$ cat src/rtl/bru_pkg.sv
package bru_pkg;
    typedef enum logic [1:0] {
        ST_RUN       = 2'd0,
        ST_SLOT_EXEC = 2'd1,
        ST_SLOT_KILL = 2'd2
    } slot_state_t;
endpackage

$ cat src/rtl/bru_decode.sv
module bru_decode #(
    parameter int OPW   = 6,
    parameter int XLEN  = 32,
    parameter logic [OPW-1:0] OP_EQ  = 6'h04,
    parameter logic [OPW-1:0] OP_NE  = 6'h05,
    parameter logic [OPW-1:0] OP_EQL = 6'h14,
    parameter logic [OPW-1:0] OP_NEL = 6'h15
) (
    input  logic            valid,
    input  logic            in_slot,
    input  logic [OPW-1:0]  opcode,
    input  logic [XLEN-1:0] a_val,
    input  logic [XLEN-1:0] b_val,
    output logic            resolve,
    output logic            likely,
    output logic            taken
);
    logic is_eq_kind;
    logic is_ne_kind;
    logic same;

    always_comb begin
        is_eq_kind = (opcode == OP_EQ) || (opcode == OP_EQL);
        is_ne_kind = (opcode == OP_NE) || (opcode == OP_NEL);
        same       = (a_val == b_val);
        resolve    = valid && !in_slot && (is_eq_kind || is_ne_kind);
        likely     = (opcode == OP_EQL) || (opcode == OP_NEL);
        taken      = resolve && (is_ne_kind ? !same : same);
    end
endmodule

$ cat src/rtl/bru_target.sv
module bru_target #(
    parameter int XLEN = 32,
    parameter int IMMW = 16
) (
    input  logic [XLEN-1:0] pc4,
    input  logic [IMMW-1:0] offset,
    output logic [XLEN-1:0] target
);
    localparam int EXTW = XLEN - IMMW - 2;
    logic [XLEN-1:0] byte_off;

    always_comb begin
        byte_off = {{EXTW{offset[IMMW-1]}}, offset, 2'b00};
        target   = pc4 + byte_off;
    end
endmodule

$ cat src/rtl/bru_slot_fsm.sv
module bru_slot_fsm
    import bru_pkg::*;
(
    input  logic clk,
    input  logic rst_n,
    input  logic resolve,
    input  logic likely,
    input  logic taken,
    output logic in_slot,
    output logic slot_nullify
);
    slot_state_t state, state_nx;

    always_ff @(posedge clk or negedge rst_n) begin
        if (!rst_n) state <= ST_RUN;
        else        state <= state_nx;
    end

    always_comb begin
        state_nx = ST_RUN;
        unique case (state)
            ST_RUN: begin
                if (resolve) begin
                    if (likely && !taken) state_nx = ST_SLOT_KILL;
                    else                  state_nx = ST_SLOT_EXEC;
                end
            end
            ST_SLOT_EXEC: state_nx = ST_RUN;
            ST_SLOT_KILL: state_nx = ST_RUN;
            default:      state_nx = ST_RUN;
        endcase
    end

    always_comb begin
        in_slot      = 1'b0;
        slot_nullify = 1'b0;
        unique case (state)
            ST_RUN:       ;
            ST_SLOT_EXEC: in_slot = 1'b1;
            ST_SLOT_KILL: begin
                in_slot      = 1'b1;
                slot_nullify = 1'b1;
            end
            default:      ;
        endcase
    end


    pulse_width_chk: assert property (@(posedge clk) disable iff (!rst_n)
        slot_nullify |=> !slot_nullify);


    nullify_cause_chk: assert property (@(posedge clk) disable iff (!rst_n)
        slot_nullify |-> $past(resolve && likely && !taken));


    no_kill_after_exec_chk: assert property (@(posedge clk) disable iff (!rst_n)
        (resolve && (!likely || taken)) |=> !slot_nullify);
endmodule

$ cat src/rtl/branch_resolve_unit.sv
module branch_resolve_unit #(
    parameter int XLEN = 32,
    parameter int OPW  = 6,
    parameter int IMMW = 16,
    parameter logic [OPW-1:0] OP_EQ  = 6'h04,
    parameter logic [OPW-1:0] OP_NE  = 6'h05,
    parameter logic [OPW-1:0] OP_EQL = 6'h14,
    parameter logic [OPW-1:0] OP_NEL = 6'h15
) (
    input  logic            clk,
    input  logic            rst_n,
    input  logic            id_valid,
    input  logic [XLEN-1:0] id_instr,
    input  logic [XLEN-1:0] id_pc4,
    input  logic [XLEN-1:0] rs_data,
    input  logic [XLEN-1:0] rt_data,
    output logic            br_taken,
    output logic [XLEN-1:0] br_target,
    output logic [XLEN-1:0] next_pc,
    output logic            slot_nullify
);
    localparam int OP_LSB = XLEN - OPW;

    logic [OPW-1:0] opcode;
    logic           resolve_w;
    logic           likely_w;
    logic           taken_w;
    logic           in_slot_w;
    logic           unused_fields;

    assign opcode        = id_instr[XLEN-1:OP_LSB];
    assign unused_fields = ^id_instr[OP_LSB-1:IMMW];

    bru_decode #(
        .OPW(OPW), .XLEN(XLEN),
        .OP_EQ(OP_EQ), .OP_NE(OP_NE), .OP_EQL(OP_EQL), .OP_NEL(OP_NEL)
    ) u_dec (
        .valid   (id_valid),
        .in_slot (in_slot_w),
        .opcode  (opcode),
        .a_val   (rs_data),
        .b_val   (rt_data),
        .resolve (resolve_w),
        .likely  (likely_w),
        .taken   (taken_w)
    );

    bru_target #(.XLEN(XLEN), .IMMW(IMMW)) u_tgt (
        .pc4    (id_pc4),
        .offset (id_instr[IMMW-1:0]),
        .target (br_target)
    );

    bru_slot_fsm u_fsm (
        .clk          (clk),
        .rst_n        (rst_n),
        .resolve      (resolve_w),
        .likely       (likely_w),
        .taken        (taken_w),
        .in_slot      (in_slot_w),
        .slot_nullify (slot_nullify)
    );

    always_comb begin
        br_taken = taken_w;
        next_pc  = taken_w ? br_target : id_pc4;
    end


    redirect_target_chk: assert property (@(posedge clk) disable iff (!rst_n)
        br_taken |-> (next_pc == br_target));


    cond_match_chk: assert property (@(posedge clk) disable iff (!rst_n)
        br_taken |-> ((rs_data == rt_data) == (opcode == OP_EQ || opcode == OP_EQL)));


    slot_no_redirect_chk: assert property (@(posedge clk) disable iff (!rst_n)
        resolve_w |=> !br_taken);


    idle_no_redirect_chk: assert property (@(posedge clk) disable iff (!rst_n)
        !id_valid |-> (!br_taken && next_pc == id_pc4));
endmodule

$ cat config.mk
export PLATFORM = sky130hd
export DESIGN_NAME = branch_resolve_unit
export DESIGN_NICKNAME = d
export VERILOG_FILES = /design/src/rtl/bru_pkg.sv /design/src/rtl/bru_decode.sv /design/src/rtl/bru_target.sv /design/src/rtl/bru_slot_fsm.sv /design/src/rtl/branch_resolve_unit.sv
export SDC_FILE = /design/constraint.sdc
export NUM_CORES = 1
export LEC_CHECK = 0
export ABC_AREA = 0
export ABC_CLOCK_PERIOD_IN_PS = 5900
export CORE_ASPECT_RATIO = 1.2
export CORE_MARGIN = 3
export CORE_UTILIZATION = 39
export CTS_CLUSTER_SIZE = 14
export DETAILED_ROUTE_END_ITERATION = 16
export PLACE_DENSITY = 0.91
export SYNTH_ARGS = -nofsm -noshare
export SYNTH_HDL_FRONTEND = slang
export SYNTH_SLANG_ARGS = --single-unit
$ cat constraint.sdc
create_clock -name clk -period 5.9 [get_ports clk]
set_clock_uncertainty 0.1 [all_clocks]
set_input_delay 0.885 -clock clk [delete_from_list [all_inputs] [get_ports clk]]
set_output_delay 0.885 -clock clk [all_outputs]
set_load 0.005 [all_outputs]
==> impl_metrics.csv <==
group,metric,value,unit
run_status,status,"finished clean",
routing,drt-initial-drc-count,87,
synthesis,yosysUniqueCellTypes,60,
final_layout,reg_top3,"u_fsm.state x2",
floorplan,fp.dieH,97.3,um
timing,setup_ws,798,ps
clock_network,path_clk_slew,30,ps
worst_setup_path,r2r_end,"u_fsm.state[1]",
power_and_ir_drop,power_switching_share,39.2,%
floorplan,design.core.area,6570,um^2
timing,max_freq,196,MHz
floorplan,start_util,41.3,%
final_layout,nets,718,
power_and_ir_drop,p_switching,0.205,mW
routing,wirelength,10100,um
worst_setup_path,crit_slowest_cell,"inv_2",
grt,grt_pass1_vias,3532,
worst_setup_path,regToRegSetupSlack,4650,ps
worst_setup_path,worstPathArrival,4120,ps
power_and_ir_drop,seqPwrFrac,2.7,%
clock_network,cts_setup_buffers,0,
synthesis,yosysWarnings,0,
routing,ant_nets,0,
routing,met1Wirelength,3610,um
routing,drt-pass1-iter-count,4,
worst_setup_path,path_cells,"clkdlybuf4s50_1, xor2_1, nor4_1, nand4_1, nor2_1, mux2_4, inv_2, mux2_2, clkdlybuf4s50_1",
placed_design,place_ws,778,ps
routing,dr_total_vias,3487,
clock_network,clk_latency,210,ps
routing,top_layer_used,"met4",
power_and_ir_drop,clkPwrFrac,10.1,%
power_and_ir_drop,ir_drop,0.0678,mV
power_and_ir_drop,comb_power_share,87.2,%
worst_setup_path,required,4910,ps
hold_path,hp-class,"reg -> reg",
floorplan,rows,32,
timing,max_slew.worst_pin.slew,606,ps
worst_setup_path,critical_path.max_fanout,29,
synthesis,synthesis.nets,555,
clock_network,htreeDepth,1,
timing,finalHoldViolCount,0,
synthesis,async_flop_share,100,%
final_layout,layout-drive-gt1-share,5.24,%
synthesis,synth_edf_count,0,
synthesis,synth-seq-cells,2,
power_and_ir_drop,finalPower,0.524,mW
timing,rsz0062_at_grt,"false",
timing,fin_crit,5100,ps
synthesis,yosysSeqAreaShare,1.85,%
hold_path,min_to,"u_fsm.state[0]",
worst_setup_path,start_kind,"primary input",
final_layout,fillers,521,
grt,grt_max_degree,30,
routing,met3_length,977,um
placed_design,io_buffers,180,
grt,antenna_found_initial,0,
timing,finalCritPeriodShare,86.5,%
worst_setup_path,crit_top_cell,"clkdlybuf4s50_1",
worst_setup_path,critPathCaptureType,"primary output",
clock_network,cts_made_buffers,3,
synthesis,syn_inst,392,
floorplan,die_area,7990,um^2
grt,grt_pass1_wl,15800,um
hold_path,hold_start,"u_fsm.state[0]",
worst_setup_path,path_buf_inv,3,
timing,setup_viol,0,
worst_setup_path,worstReg2RegStart,"u_fsm.state[0]",
power_and_ir_drop,leakage,2.02,nW
clock_network,cts_tree,"built",
placed_design,dp_hpwl,8670,um
routing,drc,0,
routing,dr_wl_met2,5290,um
routing,post_drt_via_cell_ratio,5.46,
grt,overflow,0,
power_and_ir_drop,cellPowerDensity,116,nW/um^2
clock_network,clockRootBuffer,"clkbuf_8",
synthesis,syn_area_per_cell,6.92,um^2
power_and_ir_drop,p_int,0.319,mW
clock_network,clkSinkCount,2,
timing,final-max-slew-violation-count,0,
floorplan,io_pins,197,
final_layout,syn_to_final_growth,67.0,%
placed_design,dp.cells,635,
hold_path,hold_path_depth,4,
floorplan,die_w,82.1,um
final_layout,largest_reg_flops,2,
placed_design,place.gp.congestion,0.929,
clock_network,clockBufferDepth,2,
synthesis,yosys_most_used_dff,"dfrtp_1",
worst_setup_path,path_class,"in -> out",
worst_setup_path,crit_family,"buffers and inverters",
final_layout,layoutNonFillerInstCount,639,
synthesis,syn-cell-area,2710,um^2
clock_network,cts_hold_buf,0,
timing,slew_headroom,59.5,%
grt,grt.total_usage,24.6,%
routing,post_drt_wl_per_cell,15.8,um
clock_network,postCtsResizedCells,0,
final_layout,regMostFlops,"u_fsm.state",
worst_setup_path,ff2ff_path_depth,4,
worst_setup_path,slowest_delay,500,ps
timing,fin_tns_setup,0,ps
flow_run,cap_violations,0,
[layout by cell type, fill, tap and decap left out, types with 3 or more instances in the layout]
master	instances
clkdlybuf4s50_1	180
nand2_1	75
xor2_1	41
a21oi_1	32
ha_1	31
a21o_1	21
xnor2_1	18
nor2_1	15
inv_1	14
o21ai_0	12
nand4_1	10
and3_1	8
nor4_1	8
nor2b_1	7
mux2_2	7
nand3_1	5
a21oi_2	5
o21bai_1	5
nand2b_1	4
and2_1	4
and3_2	3
o21a_1	3
a41oi_1	3
clkbuf_8	3
[cells by family after synthesis]
group | after synthesis | synth area share, %
AOI/OAI and AO/OA | 102 | 25.2
xor gates and xnor gates | 59 | 19.1
adders and majority gates | 32 | 15.0
buffers and inverters | 38 | 7.34
DFF | 2 | 1.85
muxes | 11 | 4.66
and+or+nand+nor | 148 | 26.8
[power groups by stage]
stage	combinational, mW	clock [mW]	sequential (mW)
global route	0.495	0.0547	0.0140
floorplan	0.220	0	0.0141
global placement	0.446	0	0.0141
CTS	0.457	0.0547	0.0140
detailed placement	0.454	0	0.0141
finish	0.457	0.0532	0.0140
[worst reg2reg max path: stages, from the launching register on]
cell	delay, ps
dfrtp_1	340
inv_1	70
ha_1	230
and3b_1	260
and3_1	170
[Yosys cell counts, drive strengths merged (11+ instances only)]
cell | count | share of area [%]
a21o | 21 | 5.8
a21oi | 37 | 7.5
and3 | 11 | 2.7
buf | 13 | 3.3
ha | 31 | 14
inv | 15 | 2.1
nand2 | 75 | 10
nand4 | 11 | 2.8
nor2 | 15 | 2.1
o21ai | 14 | 2.6
xnor2 | 18 | 5.8
xor2 | 41 | 13
[through the flow]
stage               util (%)  hold slack (ps)  instance area, um^2
detailed placement      68.3              588                 4480
global placement        68.3              569                 4480
CTS                     68.9              593                 4530
global route            68.9              611                 4530
floorplan                  -              489                 2710
finish                  69.0              587                 4530
[layout make-up]
class                   instances  area [um^2]  share of cell area (%)
multi-input cells             352         2460                    54.4
repair buffers                181         1810                    40.0
well taps                      85          106                    2.35
inverters                      15         56.3                    1.24
flip-flops and latches          2         50.0                    1.11
clock buffers                   3         41.3                   0.912
diodes                          1         2.50                  0.0553
[routing by layer]
layer | up-vias | global-route usage, %
met4 | 0 | 7.03
met3 | 28 | 4.55
met2 | 169 | 46.6
met5 | - | 0
met1 | 1579 | 26.4
li1 | 1711 | -
[worst max path at each step]
stage                      from          end  slack, ps  cells after the start
finish              rt_data[16]  next_pc[30]        800                      9
floorplan           id_instr[0]  next_pc[24]       2000                     11
CTS                 rt_data[16]  next_pc[30]        770                      9
detailed placement  rt_data[16]  next_pc[30]        780                      9
global placement    rt_data[16]  next_pc[30]        870                      9
global route        rt_data[11]  next_pc[26]        670                      9
No activity file was read; power rests on OpenSTA's default activity.
